[config.mk]
export PLATFORM = sky130hd
export DESIGN_NAME = rd_strobe_gen
export DESIGN_NICKNAME = d
export VERILOG_FILES = /design/src/rtl/rsg_pkg.sv /design/src/rtl/rsg_ctrl.sv /design/src/rtl/rsg_drive.sv /design/src/rtl/rd_strobe_gen.sv
export SDC_FILE = /design/constraint.sdc
export NUM_CORES = 1
export LEC_CHECK = 0
export ABC_AREA = 1
export BUFFER_PORTS_ARGS = -buffer_cell sky130_fd_sc_hd__clkbuf_2
export CORE_ASPECT_RATIO = 1.25
export CORE_MARGIN = 2
export CORE_UTILIZATION = 57
export CTS_CLUSTER_SIZE = 8
export DETAILED_ROUTE_END_ITERATION = 7
export PLACE_DENSITY = 0.79
export SETUP_SLACK_MARGIN = 0.3
export SYNTH_ARGS = -nofsm -noshare
export SYNTH_HDL_FRONTEND = slang
export SYNTH_SLANG_ARGS = --single-unit
export TNS_END_PERCENT = 1
[constraint.sdc]
create_clock -name clk -period 1.7 [get_ports clk]
set_input_delay 0.085 -clock clk [delete_from_list [all_inputs] [get_ports clk]]
set_output_delay 0.085 -clock clk [all_outputs]
set_load 0.005 [all_outputs]
[src/rtl/rsg_pkg.sv]
package rsg_pkg;

    typedef enum logic [2:0] {
        ST_IDLE   = 3'd0,
        ST_SETTLE = 3'd1,
        ST_PARK   = 3'd2,
        ST_WAIT   = 3'd3,
        ST_PRE    = 3'd4,
        ST_BURST  = 3'd5,
        ST_POST   = 3'd6
    } rsg_state_e;

    function automatic int unsigned clamp_lat(input int unsigned v,
                                              input int unsigned lo,
                                              input int unsigned hi);
        if (v < lo) return lo;
        if (v > hi) return hi;
        return v;
    endfunction

endpackage

[src/rtl/rsg_ctrl.sv]
module rsg_ctrl
    import rsg_pkg::*;
#(
    parameter int unsigned TSDO      = 8,
    parameter int unsigned CL_W      = 5,
    parameter int unsigned CL_MIN    = 9,
    parameter int unsigned CL_MAX    = 24,
    parameter int unsigned BURST_CYC = 4,
    parameter int unsigned CNT_W     = 6
) (
    input  logic            clk,
    input  logic            rst_n,
    input  logic            cmd_mrs,
    input  logic            mrs_pre2,
    input  logic            mrs_train,
    input  logic            mpr_mode,
    input  logic            cmd_rd,
    input  logic            cmd_mpr_rd,
    input  logic [CL_W-1:0] cas_lat,
    output rsg_state_e      state_o,
    output logic            train_o
);

    rsg_state_e       state_q, state_d;
    logic [CNT_W-1:0] cnt_q, cnt_d, launch_cnt;
    logic             train_q, train_d;
    logic             pre2_q, pre2_d;
    logic             lp2_q, lp2_d;
    logic             pend_q, pend_d;
    logic             acc, en_ok, dis, go;

    always_comb begin
        acc   = (train_q ? cmd_mpr_rd : (cmd_rd | cmd_mpr_rd)) && (state_q != ST_SETTLE);
        en_ok = cmd_mrs && mrs_train && mpr_mode && (state_q == ST_IDLE);
        dis   = cmd_mrs && !mrs_train;
        launch_cnt = CNT_W'(clamp_lat(32'(cas_lat), CL_MIN, CL_MAX)
                            - (pre2_q ? 32'd2 : 32'd1) - 32'd1);
        pre2_d  = cmd_mrs ? mrs_pre2 : pre2_q;
        train_d = en_ok ? 1'b1 : (dis ? 1'b0 : train_q);
        state_d = state_q;
        cnt_d   = cnt_q;
        lp2_d   = lp2_q;
        pend_d  = pend_q;
        go      = 1'b0;
        unique case (state_q)
            ST_IDLE: begin
                if (en_ok) begin
                    state_d = ST_SETTLE;
                    cnt_d   = CNT_W'(TSDO - 1);
                end else if (acc) begin
                    go = 1'b1;
                end
            end
            ST_SETTLE: begin
                if (dis)                state_d = ST_IDLE;
                else if (cnt_q == '0)   state_d = ST_PARK;
                else                    cnt_d   = cnt_q - CNT_W'(1);
            end
            ST_PARK: begin
                if (acc)      go      = 1'b1;
                else if (dis) state_d = ST_IDLE;
            end
            ST_WAIT: begin
                pend_d = pend_q | acc;
                if (cnt_q == '0) begin
                    state_d = ST_PRE;
                    cnt_d   = lp2_q ? CNT_W'(1) : '0;
                end else begin
                    cnt_d = cnt_q - CNT_W'(1);
                end
            end
            ST_PRE: begin
                pend_d = pend_q | acc;
                if (cnt_q == '0) begin
                    state_d = ST_BURST;
                    cnt_d   = CNT_W'(BURST_CYC - 1);
                end else begin
                    cnt_d = cnt_q - CNT_W'(1);
                end
            end
            ST_BURST: begin
                pend_d = pend_q | acc;
                if (cnt_q == '0) state_d = ST_POST;
                else             cnt_d   = cnt_q - CNT_W'(1);
            end
            ST_POST: begin
                if (pend_q || acc) begin
                    go     = 1'b1;
                    pend_d = pend_q && acc;
                end else begin
                    state_d = train_d ? ST_PARK : ST_IDLE;
                end
            end
            default: state_d = ST_IDLE;
        endcase
        if (go) begin
            state_d = ST_WAIT;
            cnt_d   = launch_cnt;
            lp2_d   = pre2_q;
        end
    end

    always_ff @(posedge clk or negedge rst_n) begin
        if (!rst_n) begin
            state_q <= ST_IDLE;
            cnt_q   <= '0;
            train_q <= 1'b0;
            pre2_q  <= 1'b0;
            lp2_q   <= 1'b0;
            pend_q  <= 1'b0;
        end else begin
            state_q <= state_d;
            cnt_q   <= cnt_d;
            train_q <= train_d;
            pre2_q  <= pre2_d;
            lp2_q   <= lp2_d;
            pend_q  <= pend_d;
        end
    end

    assign state_o = state_q;
    assign train_o = train_q;


    no_hold_idle_chk: assert property (@(posedge clk) disable iff (!rst_n)
        (state_q == ST_IDLE) |-> !pend_q);

    trn_gate_chk: assert property (@(posedge clk) disable iff (!rst_n)
        (cmd_mrs && mrs_train && !mpr_mode && !train_q) |=> !train_q);

    park_trn_chk: assert property (@(posedge clk) disable iff (!rst_n)
        (state_q == ST_PARK) |-> train_q);

    post_after_burst_chk: assert property (@(posedge clk) disable iff (!rst_n)
        (state_q == ST_POST) |-> ($past(state_q) == ST_BURST));

    trn_hold_chk: assert property (@(posedge clk) disable iff (!rst_n)
        (train_q && !(cmd_mrs && !mrs_train)) |=> train_q);

    lat_range_chk: assert property (@(posedge clk) disable iff (!rst_n)
        (state_q == ST_WAIT && $past(state_q) != ST_WAIT)
        |-> (cnt_q >= CNT_W'(CL_MIN - 3) && cnt_q <= CNT_W'(CL_MAX - 2)));

endmodule

[src/rtl/rsg_drive.sv]
module rsg_drive
    import rsg_pkg::*;
(
    input  logic       clk,
    input  logic       rst_n,
    input  rsg_state_e state_i,
    input  logic       train_i,
    output logic [1:0] dqs_t,
    output logic [1:0] dqs_c,
    output logic [1:0] dqs_oe,
    output logic       dq_park
);

    always_comb begin
        dqs_t   = 2'b00;
        dqs_c   = 2'b11;
        dqs_oe  = 2'b00;
        dq_park = 1'b0;
        unique case (state_i)
            ST_IDLE: ;
            ST_SETTLE: dq_park = 1'b1;
            ST_PARK: begin
                dqs_oe  = 2'b11;
                dq_park = 1'b1;
            end
            ST_WAIT: begin
                dqs_oe  = train_i ? 2'b11 : 2'b00;
                dq_park = train_i;
            end
            ST_PRE: begin
                dqs_oe  = 2'b11;
                dq_park = train_i;
            end
            ST_BURST: begin
                dqs_t  = 2'b10;
                dqs_c  = 2'b01;
                dqs_oe = 2'b11;
            end
            ST_POST: begin
                dqs_oe  = 2'b10;
                dq_park = train_i;
            end
            default: ;
        endcase
    end


    strobe_pair_chk: assert property (@(posedge clk) disable iff (!rst_n)
        dqs_c == ~dqs_t);

endmodule

[src/rtl/rd_strobe_gen.sv]
module rd_strobe_gen
    import rsg_pkg::*;
#(
    parameter int unsigned TSDO   = 8,
    parameter int unsigned CL_W   = 5,
    parameter int unsigned CL_MIN = 9,
    parameter int unsigned CL_MAX = 24,
    parameter int unsigned BEATS  = 8
) (
    input  logic            clk,
    input  logic            rst_n,
    input  logic            cmd_mrs,
    input  logic            mrs_pre2,
    input  logic            mrs_train,
    input  logic            mpr_mode,
    input  logic            cmd_rd,
    input  logic            cmd_mpr_rd,
    input  logic [CL_W-1:0] cas_lat,
    output logic [1:0]      dqs_t,
    output logic [1:0]      dqs_c,
    output logic [1:0]      dqs_oe,
    output logic            dq_park
);

    localparam int unsigned BURST_CYC = BEATS / 2;
    localparam int unsigned LAT_SPAN  = 1 << CL_W;
    localparam int unsigned CNT_MAX   = (TSDO > LAT_SPAN) ? TSDO : LAT_SPAN;
    localparam int unsigned CNT_W     = $clog2(CNT_MAX + 1);

    rsg_state_e state;
    logic       train;

    rsg_ctrl #(
        .TSDO(TSDO), .CL_W(CL_W), .CL_MIN(CL_MIN), .CL_MAX(CL_MAX),
        .BURST_CYC(BURST_CYC), .CNT_W(CNT_W)
    ) u_ctrl (
        .clk(clk), .rst_n(rst_n), .cmd_mrs(cmd_mrs), .mrs_pre2(mrs_pre2),
        .mrs_train(mrs_train), .mpr_mode(mpr_mode), .cmd_rd(cmd_rd),
        .cmd_mpr_rd(cmd_mpr_rd), .cas_lat(cas_lat),
        .state_o(state), .train_o(train)
    );

    rsg_drive u_drive (
        .clk(clk), .rst_n(rst_n), .state_i(state), .train_i(train),
        .dqs_t(dqs_t), .dqs_c(dqs_c), .dqs_oe(dqs_oe), .dq_park(dq_park)
    );

endmodule

== Word level (Yosys, flattened, before mapping) ==
Index checks and enable logic that the tools add are counted.
Storage, ports and cells
  register bits after elaboration: 13
  latch bits: 0
  RAM bits: 0
  bits in read-only memories: 0
  output and inout bits: 7
  word-level logic and storage cells: 91
  memories kept: 0
Operators by class
  $add $sub $neg: 3
  multipliers: 0
  div/mod/pow operators: 0
  $lt $le $gt $ge: 2
  eq/ne operators: 17
  shift-type cells: 0
  mux-type cells: 42
  bitwise gates (word level): 2
  reductions and logical operators: 19
Operators with widths (count)
  $mux W6: 8
  $mux W3: 10
  $pmux W6 S5: 1
  $pmux W3 S7: 1
  $ne A3 B1 Y1 const B: 6
  $sub A6 B1 Y6 const B: 2
  $mux W1: 11
  $mux W2: 5
  $eq A3 B3 Y1 const B: 3
  $reduce_or A3 Y1: 3
  $reduce_and A8 Y1: 1
  $eq A3 B2 Y1 const B: 2
  $logic_and A1 B1 Y1: 6
  $logic_not A6 Y1: 1
  $ne A3 B3 Y1 const B: 2
  $pmux W2 S3: 1
  $reduce_bool A6 Y1: 1
  $sub A6 B6 Y6: 1
  $gt A5 B5 Y1 const B: 1
  $lt A5 B4 Y1 const B: 1
  $mux W5: 1
  $mux W4: 1
  $ne A4 B1 Y1 const B: 1
  $pmux W1 S2: 2
  other kinds (12): 13

== Longest topological paths before layout ==
Gate-level depths: netlist (run 1).
  word-level depth: 8
  gate-level depth with buffers: 14

== Modules after synthesis ==
Synthesis (run 1) repeated with hierarchy kept, for this count alone.
Second synthesis, totals
  cells, all modules: 211
  area, all modules: 1290.0 sq um
Modules (own cells, without submodules)
  rsg_ctrl: instances 1, cells an instance 185, area each 1164.9 sq um, sequential area each 325.3 sq um
  rsg_drive: instances 1, cells an instance 26, area each 125.1 sq um, sequential area each 0.0 sq um

== Least setup slack after synthesis (run 1) ==
OpenSTA, ideal clock, no wires.
  path kind: reg2reg
  start: register u_ctrl.cnt_q[0]
  end: register u_ctrl.cnt_q[5]
  library setup time: 0.123 ns
  data arrival time: 1.374 ns
  data required time: 1.577 ns
  slack: 0.203 ns
  cell stages (with the launch flop): 10
  clock period less this slack: 1.497 ns
  cell sequence: dfrtp_1 -> inv_1 -> ha_1 -> nand3_2 -> o21ai_1 -> nand2_1 -> nor2_8 -> nor2_8 -> nand2_1 -> nand2_1
Between the ends
  longest elaborated chain between the ends: 5
RTL lines
  from (decl): line rsg_ctrl.sv:25  | logic [CNT_W-1:0] cnt_q, cnt_d, launch_cnt;
  from (signal assigned): line rsg_ctrl.sv:113  | cnt_q <= cnt_d;
  $sub A6 B1 Y6 or $logic_not A6 Y1 (tied branches)
  $mux W6: line rsg_ctrl.sv:56, rsg_ctrl.sv:83
  $mux W6: line rsg_ctrl.sv:55  | if (dis) state_d = ST_IDLE;
  $pmux W6 S5 *: line rsg_ctrl.sv:45  | unique case (state_q)
  $mux W6 *: line rsg_ctrl.sv:96  | if (go) begin
Mark *: on every way between the ends. The rest lies on a longest branch, timed or not. The select of a mux whose other input is x is not followed.
A chain may end at the register's enable or synchronous reset.

== Worst setup path in the final report (run 1) ==
  start: register u_ctrl.state_q[2] (netlist: u_ctrl.state_o[2])
  end: register u_ctrl.state_q[2] (netlist: u_ctrl.state_o[2])
Between the ends
  longest elaborated chain between the ends: 7
RTL lines
  from (decl): line rsg_ctrl.sv:24  | rsg_state_e state_q, state_d;
  from (signal assigned): line rsg_ctrl.sv:112  | state_q <= state_d;
  $ne A3 B1 Y1: line rsg_ctrl.sv:33  | acc = (train_q ? cmd_mpr_rd : (cmd_rd | cmd_mpr_rd)) && (state_q != ST_SETTLE);
  $logic_and A1 B1 Y1: line rsg_ctrl.sv:33
  $mux W1 or $logic_or A1 B1 Y1 (tied branches): line rsg_ctrl.sv:50, rsg_ctrl.sv:60, rsg_ctrl.sv:87
  $mux W1, on equally long branches: line rsg_ctrl.sv:47, rsg_ctrl.sv:87
  $pmux W1 S3: line rsg_ctrl.sv:45
  $ne A4 B1 Y1 (no source line), or another cell as far along
  $reduce_and A8 Y1 (no source line)
Several ways; a longest one is shown, not always the timed one.

==> impl_metrics.tcl, run 1 <==
set metrics [dict create \
    ys_types 31 \
    drt-total-wl_um 3780 \
    cp.required_ns 1.93 \
    gr-usage-met3 0.0202 \
    critical_path_arrival_ns 1.82 \
    synth_top_area_frac 0.231 \
    core_area_um2 2380 \
    clk_latency_ns 0.29 \
    synth.most_common_cell "nand2_1" \
    place_ws_ns 0.0325 \
    drtIter0Drc 56 \
    die_x_um 48.4 \
    rsz0062_at_grt "true" \
    slowest_stage "dfrtp_2" \
    worstReg2RegStart "u_ctrl.state_o[2]" \
    synth_seq_area_share 0.231 \
    grt_pass1_wl_um 5890 \
    setup_ws_ns 0.104 \
    htree_levels 1 \
    p_per_area_nw_per_um2 2020 \
    portBuffers 17 \
    startpoint_type "flop" \
    final-hold-violation-count 0 \
    synth-edff-count 0 \
    synth.area.top_cells "dfrtp_1, nand2_1, inv_1" \
    grtUsageMet1 0.277 \
    fin_cells 284 \
    max_freq_mhz 627 \
    antennaDiodeCount 0 \
    whs_ns 0.00221 \
    design_area_um2 1800 \
    synth_top_cell_by_area "dfrtp_1" \
    critical_path_class "flop to flop" \
    die-area_um2 2880 \
    drive_gt1_frac 0.343 \
    ys_ff_latch 13 \
    syn_nets 231 \
    total_power_mw 3.63 \
    ant_nets 0 \
    dr.pass1.iters 4 \
    hold_class "primary input to flop" \
    vias_per_cell 5.48 \
    crit_fanout 6 \
    dp.cells 261 \
    outcome "completed" \
    hp-start "mrs_pre2" \
    grt_overflow 0 \
    synth_common_cells "nand2_1, inv_1, nand3_1" \
    grtUsageMet2 0.518 \
    min_period_ns 1.60 \
    via_count 1556 \
    clock-skew-final_ns 0.0155 \
    cpPeakStageDelay_ns 0.50 \
    yosysWarnings 0 \
    antenna_found_initial 0 \
    synth_cells 213 \
    maxCapViolCount 0 \
    grt_pass1_vias 1462 \
    min_period_over_period 0.939 \
    grt-busiest-layer "met2" \
    groute.usage.overall 0.257 \
    path_cells "inv_6, nand3_4, nand2_4, nand2_4, nand2_8, nand3_4, buf_4, nand2_2, nand2_1, nand2_1" \
    ir_drop_v 0.00125 \
    finalNetCount 270 \
    cts.sinks 13 \
    utilization 0.756 \
    wl_per_cell_um 13.3 \
    endpoint_kind "flop" \
    cts_tree "built" \
    ioPinCount 20 \
    grt_max_degree 14 \
    clock_path_buffers 2 \
    synthFlopType "dfrtp_1" \
    finalSetupTns_ns 0 \
    cts_made_buffers 3 \
    area_delta_synth_final_pct 27.8 \
    drc_errors 0 \
    setup.worst_path.start "u_ctrl.state_o[2]" \
    setup_violations 0 \
    slew_viol_final 0 \
    dp_hpwl_um 2630 \
    syn_area_um2 1410 \
    initial_core_util 0.592 \
    async_flop_share 1.00 \
    synth.avg_cell_area_um2 6.60 \
    fp.dieH_um 59.5 \
    dpl_cell_area_um2 1540 \
    leakagePower_nw 0.986 \
    gp_congestion 0.900 \
    path_clk_slew_ns 0.09 \
    num_rows 20 \
    cts-root-buf "clkbuf_4" \
]
## logic make-up (layout without fill, tap and decap cells)
group	Yosys count	count (layout)	synth area share
other	2	2	0.00534
buffers and inverters	36	74	0.128
XOR/XNOR	3	3	0.0187
adder cells (fa/ha/maj)	5	5	0.0498
AND/OR/NAND/NOR	135	135	0.496
AO/OA/AOI/OAI	19	19	0.0712
flip-flops	13	13	0.231
## metal layers
layer | part of all wire | wire length, um | up-vias
met5 | 0 | 0 | -
met4 | 0.027 | 104 | 0
met3 | 0.049 | 185 | 15
met2 | 0.55 | 2070 | 65
met1 | 0.38 | 1420 | 730
li1 | - | - | 746
## worst paths after layout
| kind | cells after the start | slack [ns] | to |
|---|---|---|---|
| max reg2reg | 10 | 0.10 | u_ctrl.state_o[2] |
| max | 10 | 0.10 | u_ctrl.state_o[2] |
| max in group asynchronous | 2 | 1.21 | u_ctrl.cnt_q[5] |
| min reg2reg | 2 | 0.51 | u_ctrl.lp2_q |
| min in group asynchronous | 2 | 0.22 | u_ctrl.pend_q |
| min | 3 | 0.002 | u_ctrl.pre2_q |
## layout make-up
cell class / count / area, um2
fillers: 188 / 579
well taps: 33 / 41.3
repair buffers: 39 / 269
inverters: 31 / 131
multi-input cells: 164 / 998
clock buffers: 3 / 22.5
flip-flops and latches: 13 / 330
clock inverters: 1 / 5.00
## power by group
| part | internal, mW | switching, mW | leakage (nW) | total, mW |
|---|---|---|---|---|
| Sequential | 0.453 | 0.189 | 0.155 | 0.642 |
| Clock | 0.0876 | 0.112 | 0.0177 | 0.200 |
| Combinational | 1.16 | 1.64 | 0.814 | 2.79 |
## timing repair
item	CTS	global route
endpoints found under the setup margin	14	16
pin swaps	7	8
hold endpoints to repair	13	0
hold buffers	1	0
resized for setup	10	16
buffers inserted	12	6
## registers in the layout, indices dropped and copies added, names as in the netlist
name / cells
u_ctrl.cnt_q: 6
u_ctrl.lp2_q: 1
u_ctrl.pend_q: 1
u_ctrl.pre2_q: 1
u_ctrl.state_o: 3
u_ctrl.train_o: 1
## cell usage in the layout, fill, tap and decap left out, types with 2 or more instances in the layout
cell type / Yosys / routed
nand2_8: 1 / 3
buf_4: 2 / 19
o22ai_1: 2 / 2
inv_2: 2 / 4
nand4_1: 6 / 6
dfrtp_2: 0 / 4
nand2_2: 3 / 4
clkbuf_4: 0 / 3
nand3_2: 2 / 3
ha_1: 4 / 2
a21oi_1: 5 / 5
nand3_1: 17 / 15
nor2_8: 2 / 2
clkbuf_2: 0 / 17
nand3_4: 2 / 3
nand2_4: 6 / 6
nor2_4: 0 / 2
inv_4: 2 / 2
dfrtp_1: 13 / 9
nor2_2: 2 / 4
conb_1: 2 / 2
nor2_1: 14 / 10
o21ai_2: 0 / 2
o21ai_1: 2 / 5
o21ai_0: 9 / 4
nand2_1: 77 / 74
inv_1: 25 / 23
xor2_1: 2 / 2
## critical path, delay by kind of cell (launching register included)
| family | cells | cell delay (ns) |
|---|---|---|
| DFF | 1 | 0.50 |
| and+or+nand+nor | 8 | 0.74 |
| buffers and inverters | 2 | 0.29 |
(Power assumes the default switching activity.)
==> run 2, diff against run 1 <==
--- a/config.mk
+++ b/config.mk
@@ -7,14 +7,17 @@
 export LEC_CHECK = 0
 export ABC_AREA = 1
 export BUFFER_PORTS_ARGS = -buffer_cell sky130_fd_sc_hd__clkbuf_2
+export CELL_PAD_IN_SITES_DETAIL_PLACEMENT = 0
+export CELL_PAD_IN_SITES_GLOBAL_PLACEMENT = 1
 export CORE_ASPECT_RATIO = 1.25
 export CORE_MARGIN = 2
-export CORE_UTILIZATION = 57
+export CORE_UTILIZATION = 39
 export CTS_CLUSTER_SIZE = 8
 export DETAILED_ROUTE_END_ITERATION = 7
-export PLACE_DENSITY = 0.79
+export PLACE_DENSITY_LB_ADDON = 0.1
 export SETUP_SLACK_MARGIN = 0.3
 export SYNTH_ARGS = -nofsm -noshare
 export SYNTH_HDL_FRONTEND = slang
+export SYNTH_HIERARCHICAL = 1
 export SYNTH_SLANG_ARGS = --single-unit
 export TNS_END_PERCENT = 1
==> impl_metrics.tcl, run 2 <==
set metrics [dict create \
    path_cells "inv_2, nand3_2, nand2_2, nand2_2, nand2_2, nand3_4, buf_6, o21bai_4, nand2_1, nand2_1" \
    synthFlopType "dfrtp_1" \
    synth_seq_area_share 0.252 \
    top_register "u_ctrl/cnt_q" \
    endpoint_kind "flop" \
    startpoint_type "flop" \
    cpPeakStageDelay_ns 0.48 \
    slowest_stage "dfrtp_2" \
    cts.sinks 13 \
    async_flop_share 1.00 \
    grt_max_degree 14 \
    finalNetCount 269 \
    yosysWarnings 6 \
    grt_pass1_vias 1386 \
    min_period_over_period 0.916 \
    fin_cells 287 \
    critical_path_arrival_ns 1.74 \
    antenna_found_initial 0 \
    final-hold-violation-count 0 \
    wl_met1_um 1510 \
    max_freq_mhz 642 \
    maxCapViolCount 0 \
    critical_path_class "flop to flop" \
    drt-total-wl_um 3400 \
    synth-edff-count 0 \
    path_clk_slew_ns 0.06 \
    antennaDiodeCount 0 \
    rsz0062_at_grt "true" \
    portBuffers 17 \
    clock_path_buffers 2 \
    initial_core_util 0.404 \
    p_per_area_nw_per_um2 1920 \
    cts_tree "built" \
    outcome "completed" \
    fp.dieH_um 68.3 \
    cts_made_buffers 3 \
    ioPinCount 20 \
    wl_met2_um 1810 \
    synth.area.top_cells "dfrtp_1, nand2_1, inv_1" \
    synth.avg_cell_area_um2 6.11 \
    finalSetupTns_ns 0 \
    gp_congestion 0.860 \
    vias_per_cell 4.85 \
    drtIter0Drc 29 \
    utilization 0.530 \
    cpLargestDelayFamily "simple AND/OR/NAND/NOR gates" \
    wl_per_cell_um 11.8 \
    top_layer "met4" \
    synth_top_area_frac 0.252 \
    synth_cells 211 \
    ys_ff_latch 13 \
    clock-skew-final_ns 0.00112 \
    layout_commonest_cell "nand2_1" \
    slew_viol_final 0 \
    largest_reg_flops 6 \
    drc_errors 0 \
    cp_common_cell "nand2_2" \
    num_rows 23 \
    setup_violations 0 \
    via_count 1392 \
    grt_overflow 0 \
    cp_num_buf_inv 2 \
    area_delta_synth_final_pct 31.1 \
    syn_area_um2 1290 \
    synth_common_cells "nand2_1, inv_1, nand3_1" \
    clk_latency_ns 0.24 \
    synth_top_cell_by_area "dfrtp_1" \
    syn_nets 229 \
    whs_ns 0.0773 \
    drive_gt1_frac 0.316 \
    min_period_ns 1.56 \
    ir_drop_v 0.00106 \
    dp_hpwl_um 2560 \
    synth.most_common_cell "nand2_1" \
    die-area_um2 3790 \
    grt_pass1_wl_um 5750 \
    leakagePower_nw 0.968 \
    groute.usage.overall 0.191 \
    cp.required_ns 1.89 \
    ant_nets 0 \
    most-common-layout-cells "nand2_1, inv_1, buf_4, clkbuf_2, nand3_1" \
    hold_class "primary input to flop" \
    wl_met3_um 49 \
    total_power_mw 3.24 \
    ys_types 32 \
    dp.cells 271 \
    htree_levels 1 \
    crit_fanout 7 \
    dr.pass1.iters 4 \
    die_x_um 55.4 \
    cts-root-buf "clkbuf_8" \
    core_area_um2 3190 \
]
## run 2: cell types whose count changed in the layout (fill, tap and decap cells not counted), sizes merged, moves of 2 or more
cell	delta
clkinv	-2
inv	+4
o21bai	+2
nand2	-3
o21ai	-2
o22ai	-2
## run 2: path summary, 6_finish.rpt
| check | to | from | cells after the start | slack [ns] |
|---|---|---|---|---|
| max in group asynchronous | u_ctrl/state_o[0] | rst_n | 2 | 1.09 |
| worst min register to register | u_ctrl/cnt_q[1] | u_ctrl/cnt_q[1] | 2 | 0.50 |
| min in group asynchronous | u_ctrl/train_o | rst_n | 2 | 0.30 |
| worst max-delay path | u_ctrl/cnt_q[2] | u_ctrl/state_o[1] | 10 | 0.14 |
| worst max register to register | u_ctrl/cnt_q[2] | u_ctrl/state_o[1] | 10 | 0.14 |
| worst min-delay path | u_ctrl/pre2_q | mrs_pre2 | 3 | 0.08 |
## run 2: worst min-delay path, cell delays in order
cell and delay [ns]:
clkbuf_2 0.07, nand2_1 0.04, o21ai_0 0.08
## run 2: final cells by class
class                           instances  area (um2)
Clock buffer                            4        45.0
Sequential cell                        13         329
Fill cell                             327        1500
Inverter                               34         128
Tap cell                               37        46.3
Timing Repair Buffer                   39         260
Multi-Input combinational cell        160         883
## run 2: per-stage QoR
step / cell area [um2] / setup slack (ns)
CTS: 1650 / 0.185
detailed placement: 1480 / -0.00240
global placement: 1480 / 0.0338
floorplan: 1310 / 0.222
global route: 1690 / 0.0907
finish: 1690 / 0.143
## run 2: timing repair
action                                 4_1_cts  5_1_grt
resized for setup                           13       14
hold buffers                                 1        0
setup endpoints to repair                   13       15
endpoints found under the hold margin       13        0
pin swaps                                   10       13
buffers inserted                            10        1
## run 2: per-layer routing
metal / vias up / global-route usage
li1: 738 / -
met1: 640 / 0.205
met2: 10 / 0.384
met3: 4 / 0.0227
met4: 0 / 0.0671
met5: - / 0
## run 2: report_power, final
| part | switching [mW] | total [mW] | internal (mW) |
|---|---|---|---|
| clock network | 0.124 | 0.290 | 0.166 |
| logic | 1.34 | 2.34 | 1.00 |
| registers | 0.153 | 0.606 | 0.453 |
## run 2: cells by family (layout without fill, tap and decap cells)
| logic type | after synthesis | in the layout | share of synthesized area |
|---|---|---|---|
| adders and majority gates | 5 | 5 | 0.0543 |
| other | 2 | 2 | 0.00582 |
| xor gates and xnor gates | 2 | 2 | 0.0136 |
| DFF | 13 | 13 | 0.252 |
| and+or+nand+nor | 131 | 131 | 0.451 |
| AOI/OAI and AO/OA | 20 | 20 | 0.0999 |
| buffers and inverters | 38 | 77 | 0.123 |
